### src/rtl/fsq_pkg.sv
package fsq_pkg;
  localparam logic [1:0] REG_CTRL = 2'd0;
  localparam logic [1:0] REG_PAGE = 2'd1;
  localparam logic [1:0] REG_KEY  = 2'd2;
  localparam logic [7:0] KEY_MASS = 8'hAA;
  localparam logic [7:0] KEY_PAGE = 8'h55;
  localparam logic [7:0] ERASED   = 8'hFF;
endpackage

### src/rtl/fsq_cmd.sv
module fsq_cmd
  import fsq_pkg::*;
#(
  parameter int NUM_PAGES  = 8,
  parameter int PAGE_BYTES = 16,
  parameter int ERASE_CYC  = 160,
  localparam int DEPTH  = NUM_PAGES * PAGE_BYTES,
  localparam int PAGE_W = $clog2(NUM_PAGES),
  localparam int PB_W   = $clog2(PAGE_BYTES),
  localparam int FA_W   = PAGE_W + PB_W,
  localparam int CW     = $clog2(ERASE_CYC + 1)
) (
  input  logic            clk,
  input  logic            rst,
  input  logic            dbg_en,
  input  logic            bus_wr,
  input  logic [1:0]      bus_addr,
  input  logic [7:0]      bus_wdata,
  output logic            busy_o,
  output logic            pwe_o,
  output logic            arm_o,
  output logic            er_we,
  output logic [FA_W-1:0] er_addr
);
  logic              busy_q, pwe_q, arm_q, pgset_q;
  logic [PAGE_W-1:0] page_q;
  logic [CW-1:0]     cnt_q, len_q;
  logic [FA_W-1:0]   base_q;
  logic              key_wr;

  assign key_wr = bus_wr && !busy_q && (bus_addr == REG_KEY);

  always_ff @(posedge clk) begin
    if (rst) begin
      busy_q  <= 1'b0;
      pwe_q   <= 1'b0;
      arm_q   <= 1'b0;
      pgset_q <= 1'b0;
      page_q  <= '0;
      cnt_q   <= '0;
      len_q   <= '0;
      base_q  <= '0;
    end else if (busy_q) begin
      cnt_q <= cnt_q + 1'b1;
      if (cnt_q == CW'(ERASE_CYC - 1)) busy_q <= 1'b0;
    end else if (bus_wr) begin
      case (bus_addr)
        REG_CTRL: begin
          pwe_q <= bus_wdata[0];
          arm_q <= bus_wdata[1];
        end
        REG_PAGE: begin
          page_q  <= bus_wdata[PAGE_W:1];
          pgset_q <= 1'b1;
        end
        REG_KEY: begin
          arm_q   <= 1'b0;
          pgset_q <= 1'b0;
          if (bus_wdata == KEY_MASS && arm_q && dbg_en) begin
            busy_q <= 1'b1;
            cnt_q  <= '0;
            base_q <= '0;
            len_q  <= CW'(DEPTH);
          end else if (bus_wdata == KEY_PAGE && pgset_q) begin
            busy_q <= 1'b1;
            cnt_q  <= '0;
            base_q <= {page_q, {PB_W{1'b0}}};
            len_q  <= CW'(PAGE_BYTES);
          end
        end
        default: ;
      endcase
    end
  end

  assign er_we   = busy_q && (cnt_q < len_q);
  assign er_addr = base_q + cnt_q[FA_W-1:0];
  assign busy_o  = busy_q;
  assign pwe_o   = pwe_q;
  assign arm_o   = arm_q;

  // every accepted key write leaves the mass arm cleared
  a_r5_key_clears_arm: assert property (@(posedge clk) disable iff (rst)
    key_wr |=> !arm_q);
  // mass key with debug disabled never starts an erase
  a_r3_mass_needs_dbg: assert property (@(posedge clk) disable iff (rst)
    (key_wr && bus_wdata == KEY_MASS && !dbg_en) |=> !busy_q);
  // page key after a page setup starts an erase
  a_r4_page_starts: assert property (@(posedge clk) disable iff (rst)
    (key_wr && bus_wdata == KEY_PAGE && pgset_q) |=> busy_q);
  // page register frozen while busy
  a_r9_page_frozen: assert property (@(posedge clk) disable iff (rst)
    busy_q |=> $stable(page_q));
  // program enable frozen while busy
  a_r9_pwe_frozen: assert property (@(posedge clk) disable iff (rst)
    busy_q |=> $stable(pwe_q));
endmodule

### src/rtl/fsq_flash.sv
module fsq_flash
  import fsq_pkg::*;
#(
  parameter int DEPTH = 128,
  localparam int FA_W = $clog2(DEPTH)
) (
  input  logic            clk,
  input  logic            rst,
  input  logic            er_we,
  input  logic [FA_W-1:0] er_addr,
  input  logic            pg_we,
  input  logic [FA_W-1:0] pg_addr,
  input  logic [7:0]      pg_data,
  input  logic [FA_W-1:0] rd_addr,
  output logic [7:0]      rd_q
);
  logic [7:0] mem [DEPTH];

  initial begin
    for (int i = 0; i < DEPTH; i++) mem[i] = ERASED;
  end

  always_ff @(posedge clk) begin
    if (er_we)      mem[er_addr] <= ERASED;
    else if (pg_we) mem[pg_addr] <= mem[pg_addr] & pg_data;
  end

  always_ff @(posedge clk) begin
    if (rst) rd_q <= '0;
    else     rd_q <= mem[rd_addr];
  end

  // a program store never coincides with an erase write
  a_r9_no_prog_in_erase: assert property (@(posedge clk) disable iff (rst)
    !(er_we && pg_we));
endmodule

### src/rtl/fsq_ram.sv
module fsq_ram #(
  parameter int DEPTH = 64,
  localparam int AW = $clog2(DEPTH)
) (
  input  logic          clk,
  input  logic          rst,
  input  logic          we,
  input  logic [AW-1:0] waddr,
  input  logic [7:0]    wdata,
  input  logic [AW-1:0] raddr,
  output logic [7:0]    rq
);
  logic [7:0] mem [DEPTH];

  initial begin
    for (int i = 0; i < DEPTH; i++) mem[i] = 8'h00;
  end

  always_ff @(posedge clk) begin
    if (we) mem[waddr] <= wdata;
  end

  always_ff @(posedge clk) begin
    if (rst) rq <= '0;
    else     rq <= mem[raddr];
  end
endmodule

### src/rtl/flash_seq_top.sv
module flash_seq_top #(
  parameter int NUM_PAGES  = 8,
  parameter int PAGE_BYTES = 16,
  parameter int RAM_BYTES  = 64,
  parameter int ERASE_CYC  = 160,
  localparam int DEPTH = NUM_PAGES * PAGE_BYTES,
  localparam int FA_W  = $clog2(DEPTH),
  localparam int RA_W  = $clog2(RAM_BYTES)
) (
  input  logic            clk,
  input  logic            rst,
  input  logic            dbg_en,
  input  logic            bus_wr,
  input  logic [1:0]      bus_addr,
  input  logic [7:0]      bus_wdata,
  input  logic            store_wr,
  input  logic [FA_W-1:0] store_addr,
  input  logic [7:0]      store_wdata,
  input  logic            rd_src,
  input  logic [FA_W-1:0] rd_addr,
  output logic [7:0]      rd_data,
  output logic            busy,
  output logic            prog_en,
  output logic            mass_arm
);
  logic            er_we, pg_we, ram_we, src_q;
  logic [FA_W-1:0] er_addr;
  logic [7:0]      fl_q, ram_q;

  fsq_cmd #(
    .NUM_PAGES(NUM_PAGES), .PAGE_BYTES(PAGE_BYTES), .ERASE_CYC(ERASE_CYC)
  ) u_cmd (
    .clk(clk), .rst(rst), .dbg_en(dbg_en),
    .bus_wr(bus_wr), .bus_addr(bus_addr), .bus_wdata(bus_wdata),
    .busy_o(busy), .pwe_o(prog_en), .arm_o(mass_arm),
    .er_we(er_we), .er_addr(er_addr)
  );

  assign pg_we  = store_wr && prog_en && !busy;
  assign ram_we = store_wr && !prog_en;

  fsq_flash #(.DEPTH(DEPTH)) u_flash (
    .clk(clk), .rst(rst),
    .er_we(er_we), .er_addr(er_addr),
    .pg_we(pg_we), .pg_addr(store_addr), .pg_data(store_wdata),
    .rd_addr(rd_addr), .rd_q(fl_q)
  );

  fsq_ram #(.DEPTH(RAM_BYTES)) u_ram (
    .clk(clk), .rst(rst),
    .we(ram_we), .waddr(store_addr[RA_W-1:0]), .wdata(store_wdata),
    .raddr(rd_addr[RA_W-1:0]), .rq(ram_q)
  );

  always_ff @(posedge clk) begin
    if (rst) src_q <= 1'b0;
    else     src_q <= rd_src;
  end

  assign rd_data = src_q ? ram_q : fl_q;

  // a RAM-bound store never programs flash
  a_r7_store_split: assert property (@(posedge clk) disable iff (rst)
    !(pg_we && ram_we));
endmodule

### config.mk
export PLATFORM = sky130hd
export DESIGN_NAME = flash_seq_top
export DESIGN_NICKNAME = d
export VERILOG_FILES = /design/src/rtl/fsq_pkg.sv /design/src/rtl/fsq_cmd.sv /design/src/rtl/fsq_flash.sv /design/src/rtl/fsq_ram.sv /design/src/rtl/flash_seq_top.sv
export SDC_FILE = /design/constraint.sdc
export NUM_CORES = 2
export LEC_CHECK = 0
export BUFFER_PORTS_ARGS = -buffer_cell sky130_fd_sc_hd__buf_2
export CORE_MARGIN = 4
export CORE_UTILIZATION = 57
export DETAILED_ROUTE_END_ITERATION = 8
export HOLD_SLACK_MARGIN = 0.03
export PLACE_DENSITY_LB_ADDON = 0.25
export SLEW_MARGIN = 10
export SYNTH_ARGS = -nofsm -noshare
export SYNTH_HDL_FRONTEND = slang
export SYNTH_SLANG_ARGS = --single-unit
### constraint.sdc
create_clock -name clk -period 19.1 [get_ports clk]
set_input_delay 3.82 -clock clk [delete_from_list [all_inputs] [get_ports clk]]
set_output_delay 3.82 -clock clk [all_outputs]
set_load 0.005 [all_outputs]
# [Word-level counts from Yosys, hierarchy flattened]
# Memory sizes are Yosys's and may differ from the RTL's. A register that Yosys moved wholly into a read port is not among the register bits.
# Cells that the tools add are included.
[totals] ram_bits=1536 output_inout_bits=11 memories=2 register_bits=31 word_cells=72 input_bits=38
[memory_table] name="u_flash.mem" depth=128 width=8 rd=2 rd_ports_with_merged_regs=1 write_ports=1 line_no="fsq_flash.sv:17" source="logic [7:0] mem [DEPTH];"
[memory_table] name="u_ram.mem" depth=64 width=8 rd=1 rd_ports_with_merged_regs=1 write_ports=1 line_no="fsq_ram.sv:13" source="logic [7:0] mem [DEPTH];"
[op_classes] n_addsub=2 bitwise_logic=2 n_lt_le_gt_ge=1 eq_ne=5 muxes=28 n_reduce_logical=23
[op_table] op="$mux W8" count=9
[op_table] op="$mux W7" count=3
[op_table] op="$eq A8 B8 Y1 const B" count=2
[op_table] op="$reduce_and A3 Y1" count=5
[op_table] op="$mux W1" count=14
[op_table] op="$reduce_bool A2 Y1" count=5
[op_table] op="$add A8 B1 Y8 const B" count=1
[op_table] op="$and A8 B8 Y8" count=1
[op_table] op="$eq A8 B7 Y1 const B" count=1
[op_table] op="$lt A8 B8 Y1" count=1
[op_table] op="$reduce_or A8 Y1" count=1
[op_table] op="$add A7 B7 Y7" count=1
[op_table] op="$logic_and A1 B1 Y1" count=7
[op_table] op="$pmux W1 S2" count=2
[op_table] op="$reduce_and A4 Y1" count=1
[op_table] op="$reduce_bool A3 Y1" count=1
[op_table] op="$eq A2 B1 Y1 const B" count=1
[op_table] op="$eq A2 B2 Y1 const B" count=1
[op_table] op="$logic_not A1 Y1" count=2
[op_table] op="$logic_not A2 Y1" count=1
[op_table] op="$not A1 Y1" count=1

# [Depth between registers and ports, before layout]
[logic_depth] ltp_word=7 depth_mapped=12 ltp_nobuf=9

# [Modules after synthesis]
# A second synthesis with hierarchy kept.
[unflattened] cells_unflattened=3559 area_unflattened_um2=69776.9
[modules_own_cells] module="fsq_flash" n_inst=1 area_per_inst_um2=48306.3 seq_area_each_um2=30909.6 cells_per_inst=2483
[modules_own_cells] module="fsq_ram" n_inst=1 area_per_inst_um2=20120.5 seq_area_each_um2=15534.9 cells_per_inst=921
[modules_own_cells] module="fsq_cmd" n_inst=1 area_per_inst_um2=1177.4 seq_area_each_um2=400.4 cells_per_inst=142
[modules_own_cells] module="flash_seq_top" n_inst=1 area_per_inst_um2=172.7 seq_area_each_um2=20.0 cells_per_inst=13

# [Worst setup path before layout]
# No wires, ideal clock.
[synth_path] path_type="input to register" from="input port store_addr[1]" to="memory u_flash.mem[0][1] (data pin)" required_ns=17.870 path_buffers=6 setup_ns=1.230 stages=10 slack_ns=7.406 arrival_ns=10.464 cell_sequence="buf_2 buf_4 buf_4 buf_4 buf_2 buf_2 a221oi_1 o22ai_1 nor4_1 a211oi_1"
[synth_between] elab_chain_cells=3
[synth_lines] element="start, declared" line_no="flash_seq_top.sv:17" source="input logic [FA_W-1:0] store_addr,"
[synth_lines] element="$mem_v2 Z128 W8"
[synth_lines] element="$and A8 B8 Y8" line_no="fsq_flash.sv:25" source="else if (pg_we) mem[pg_addr] <= mem[pg_addr] & pg_data;"
[synth_lines] element="$mux W8 (no source line)"
[synth_lines] element="end, declared" line_no="fsq_flash.sv:17"
# Every way passes these cells.

# [Worst setup path in the final report]
[layout_path] from="input port store_addr[1]" to="memory u_flash.mem[97][5] (data pin)"
# Same word-level chain as after synthesis.

==> flow_summary.toml <==
[status]
run_status = "completed"

[global_routing]
grt_util_all_layers_pct = 34.78
initial_antenna_violation_count = 13
maximum_number_of_pins_on_one_net_before_global_route_repair = 113
grt_first_pass_wirelength_um = 312600
gr-total-overflow = 0
first_global_vias = 42220

[route]
first_pass_iters = 8
drt-wirelength-per-cell_um = 38.46
routed-via-count = 43600
post_detailed_route_drc_marker_count = 0
vias_per_cell = 7.569
routed_wirelength_um = 221500
antenna_nets_post_route = 0
violation_count_after_the_first_detailed_routing_iteration = 7834

[critical_path]
critical_path_arrival_ns = 9.19
worst-path-max-fanout = 80
critical_path_class = "input port to flop"
critical_path.reg2reg.startpoint = "u_cmd.pwe_o$_SDFFE_PP0P_"
setup.worst_path.end_class = "flop"
ff2ff_path_depth = 8
timing.rr.end = "u_flash.mem[73][7]$_DFFE_PP_"
regToRegSetupSlack_ns = 14.43
endpoint_required_time_on_the_critical_path_ns = 19.50
worst_setup_path_start_kind = "input port"

[logic_synthesis]
synth_most_common_cell = "edfxtp_1"
synth_fp_nets = 4021
yosysTopAreaCell = "edfxtp_1"
post-synth-top-area-fraction_pct = 66.21
post_synth_inst_count = 3976
synth_area_sq_um = 69660
fraction_of_synthesis_flops_using_an_asynchronous_set_or_reset_pin_pct = 0
number_of_synthesized_flops_with_an_enable_pin = 1536
yosys_cell_types = 71
synth_area_per_inst_sq_um = 17.52
synth-seq-area-share_pct = 67.27
synth-warning-count = 0
ys_ff_latch = 1573
post_synth_most_frequent_cells = "1,536 x edfxtp_1, 424 x mux4_2, 348 x mux2i_1"
dominantRegCellSynth = "edfxtp_1"
synth_area_leaders = "edfxtp_1 66%, mux4_2 14%, mux2i_1 5.0%"

[run]
max_cap_violations = 0

[pwr]
total_power_draw_w = 0.007422
vdd_drop_max_uv = 97.96
p_leak_nw = 25.80
power.switching_fraction_pct = 22.20
pwr-share-clk_pct = 42.5
p_int_w = 0.005774
power.sequential.fraction_pct = 51.0
combinationalPowerShare_pct = 6.4
power.net_switching_w = 0.001648
power_per_cell_area_nw_per_um2 = 96.56

[floorplan]
floorplan.initialDensity_pct = 57.76
rows = 127
io_pins = 49
placeableCoreArea_sq_um = 120600
die-area_sq_um = 127900
die_width_um = 357.6
fp.dieH_um = 357.6

[finish]
filler_cell_count = 8131
syn2layout_area_growth_pct = 10.34
nets = 4055
drive_gt1_share_pct = 22.51
final_core_util_pct = 63.73
final_standard_cell_count_with_taps_included_and_fillers_excluded = 5760

[timing]
slew_viol_final = 0
setup_viol = 0
tns_ns = 0
rsz0062_at_grt = "no"
slew_headroom_pct = 4.463
timing.final.hold_violations = 0
fin_crit_sh_pct = 46.01
tightest_slew_ns = 1.420
post-route-worst-setup-slack_ns = 10.31
min_period_ns = 8.787
fmax_ghz = 0.1138
timing.clock.skew_ns = 0.03069

[clock_tree]
cts_root_buf = "clkbuf_16"
numClockSinks = 1573
cts.path.max_buffers = 3
cts.repair_timing.setup_buffer_count = 0
clock_input_transition_at_the_sequential_cells_of_the_worst_setup_and_hold_paths_ns = 0.06
cts-buffers-inserted = 159
cts.htree.levels = 4
cts_repair_resize_count = 0
cts_hold_buffers = 0
cts_tree = "done"
clock_insertion_delay_worst_skew_ns = 0.81

[placed_design]
port-buffer-count = 48
dpl.cell_count = 5461
detailed_place_hpwl_um = 139600
worst_setup_slack_post_dpl_ns = 9.957
gp_congestion = 1.031

[hold_path]
hold_path_startpoint = "u_cmd.base_q[5]$_SDFFE_PP0P_"
worstHoldPathCells = 2
min_path_type = "flop to flop"
whs_endpoint = "u_cmd.base_q[5]$_SDFFE_PP0P_"
-- sequential cells by signal, indices dropped and copies added (netlist names), 2 cells and up --
register,cells
u_cmd.base_q,3
u_cmd.cnt_q,8
u_cmd.len_q,2
u_ram.rq,8
u_cmd.page_q,3
u_flash.rd_q,8
u_ram.mem,512
u_flash.mem,1024
-- final cells by class --
type | count | area [sq um] | share of cell area, %
sequential | 1573 | 46860 | 60.97
tap | 1612 | 2017 | 2.624
clock buffer | 205 | 4315 | 5.614
multi-input combinational | 2101 | 21480 | 27.94
timing repair buffer | 161 | 1161 | 1.511
antenna | 7 | 17.52 | 0.02279
clock inverter | 87 | 957.2 | 1.245
inverter | 14 | 53.80 | 0.06999
-- how the worst max path moves through the flow --
stage	from	slack, ns	endpoint
6_report	store_addr[1]	10.31	u_flash.mem[97][5]$_DFFE_PP_
5_1_grt	store_addr[1]	10.35	u_flash.mem[121][7]$_DFFE_PP_
4_1_cts	store_addr[1]	10.77	u_flash.mem[74][7]$_DFFE_PP_
3_5_place_dp	store_addr[1]	9.96	u_flash.mem[123][7]$_DFFE_PP_
3_3_place_gp	store_addr[1]	9.99	u_flash.mem[121][7]$_DFFE_PP_
2_1_floorplan	store_addr[1]	7.41	u_flash.mem[0][1]$_DFFE_PP_
-- routing by layer --
metal	vias to the layer above	track usage, %	wire, um
li1	16680	-	-
met3	796	13.50	34500
met4	16	17.76	13660
met1	22120	46.30	76090
met2	3981	50.31	97100
met5	-	0.2642	157
-- power groups by stage --
stage | Sequential, W | Clock (W) | Combinational (W)
finish | 0.00379 | 0.00316 | 0.000477
global route | 0.00379 | 0.00333 | 0.000485
CTS | 0.00379 | 0.00317 | 0.000460
detailed placement | 0.00386 | 0 | 0.000458
global placement | 0.00386 | 0 | 0.000453
floorplan | 0.00386 | 0 | 0.000283
-- worst max-delay path: stages --
cell and delay (ns):
buf_8 0.45, buf_4 0.66, buf_4 0.74, nand2b_1 0.81
o22ai_1 0.17, a31o_2 0.26, a21oi_1 0.12, o22ai_1 0.17
nor4_1 1.22, nor3_2 0.12, buf_4 0.45
-- cell families after synthesis --
group / count (synthesis) / synth area share, %
compound gates: 634 / 6.547
xor+xnor: 3 / 0.03772
fa+ha+maj: 7 / 0.1365
buf+inv: 302 / 2.132
flops: 1573 / 67.27
mux: 850 / 19.97
simple gates: 607 / 3.906
-- through the flow --
step	cell area (sq um)	hold WS (ns)
after floorplan	69660	0.4319
after global placement	71570	0.4434
after detailed placement	71570	0.4486
after CTS	76840	0.4552
after global routing	76850	0.4767
final	76870	0.4569
-- cell usage in the layout, fill, tap and decap left out, types with 20 or more instances in the layout --
cell type / instances
clkbuf_16: 164
nand3_1: 72
nand2_1: 118
mux2_2: 78
mux2i_1: 348
nor3_1: 20
dfxtp_1: 37
o21ai_0: 82
a21oi_1: 77
edfxtp_1: 1536
a22o_1: 38
clkinv_1: 28
buf_4: 114
clkinv_2: 24
mux4_2: 424
a221oi_1: 109
buf_2: 41
a22oi_1: 159
nor2_1: 279
clkbuf_1: 34
o22ai_1: 70
(Power assumes the default switching activity.)
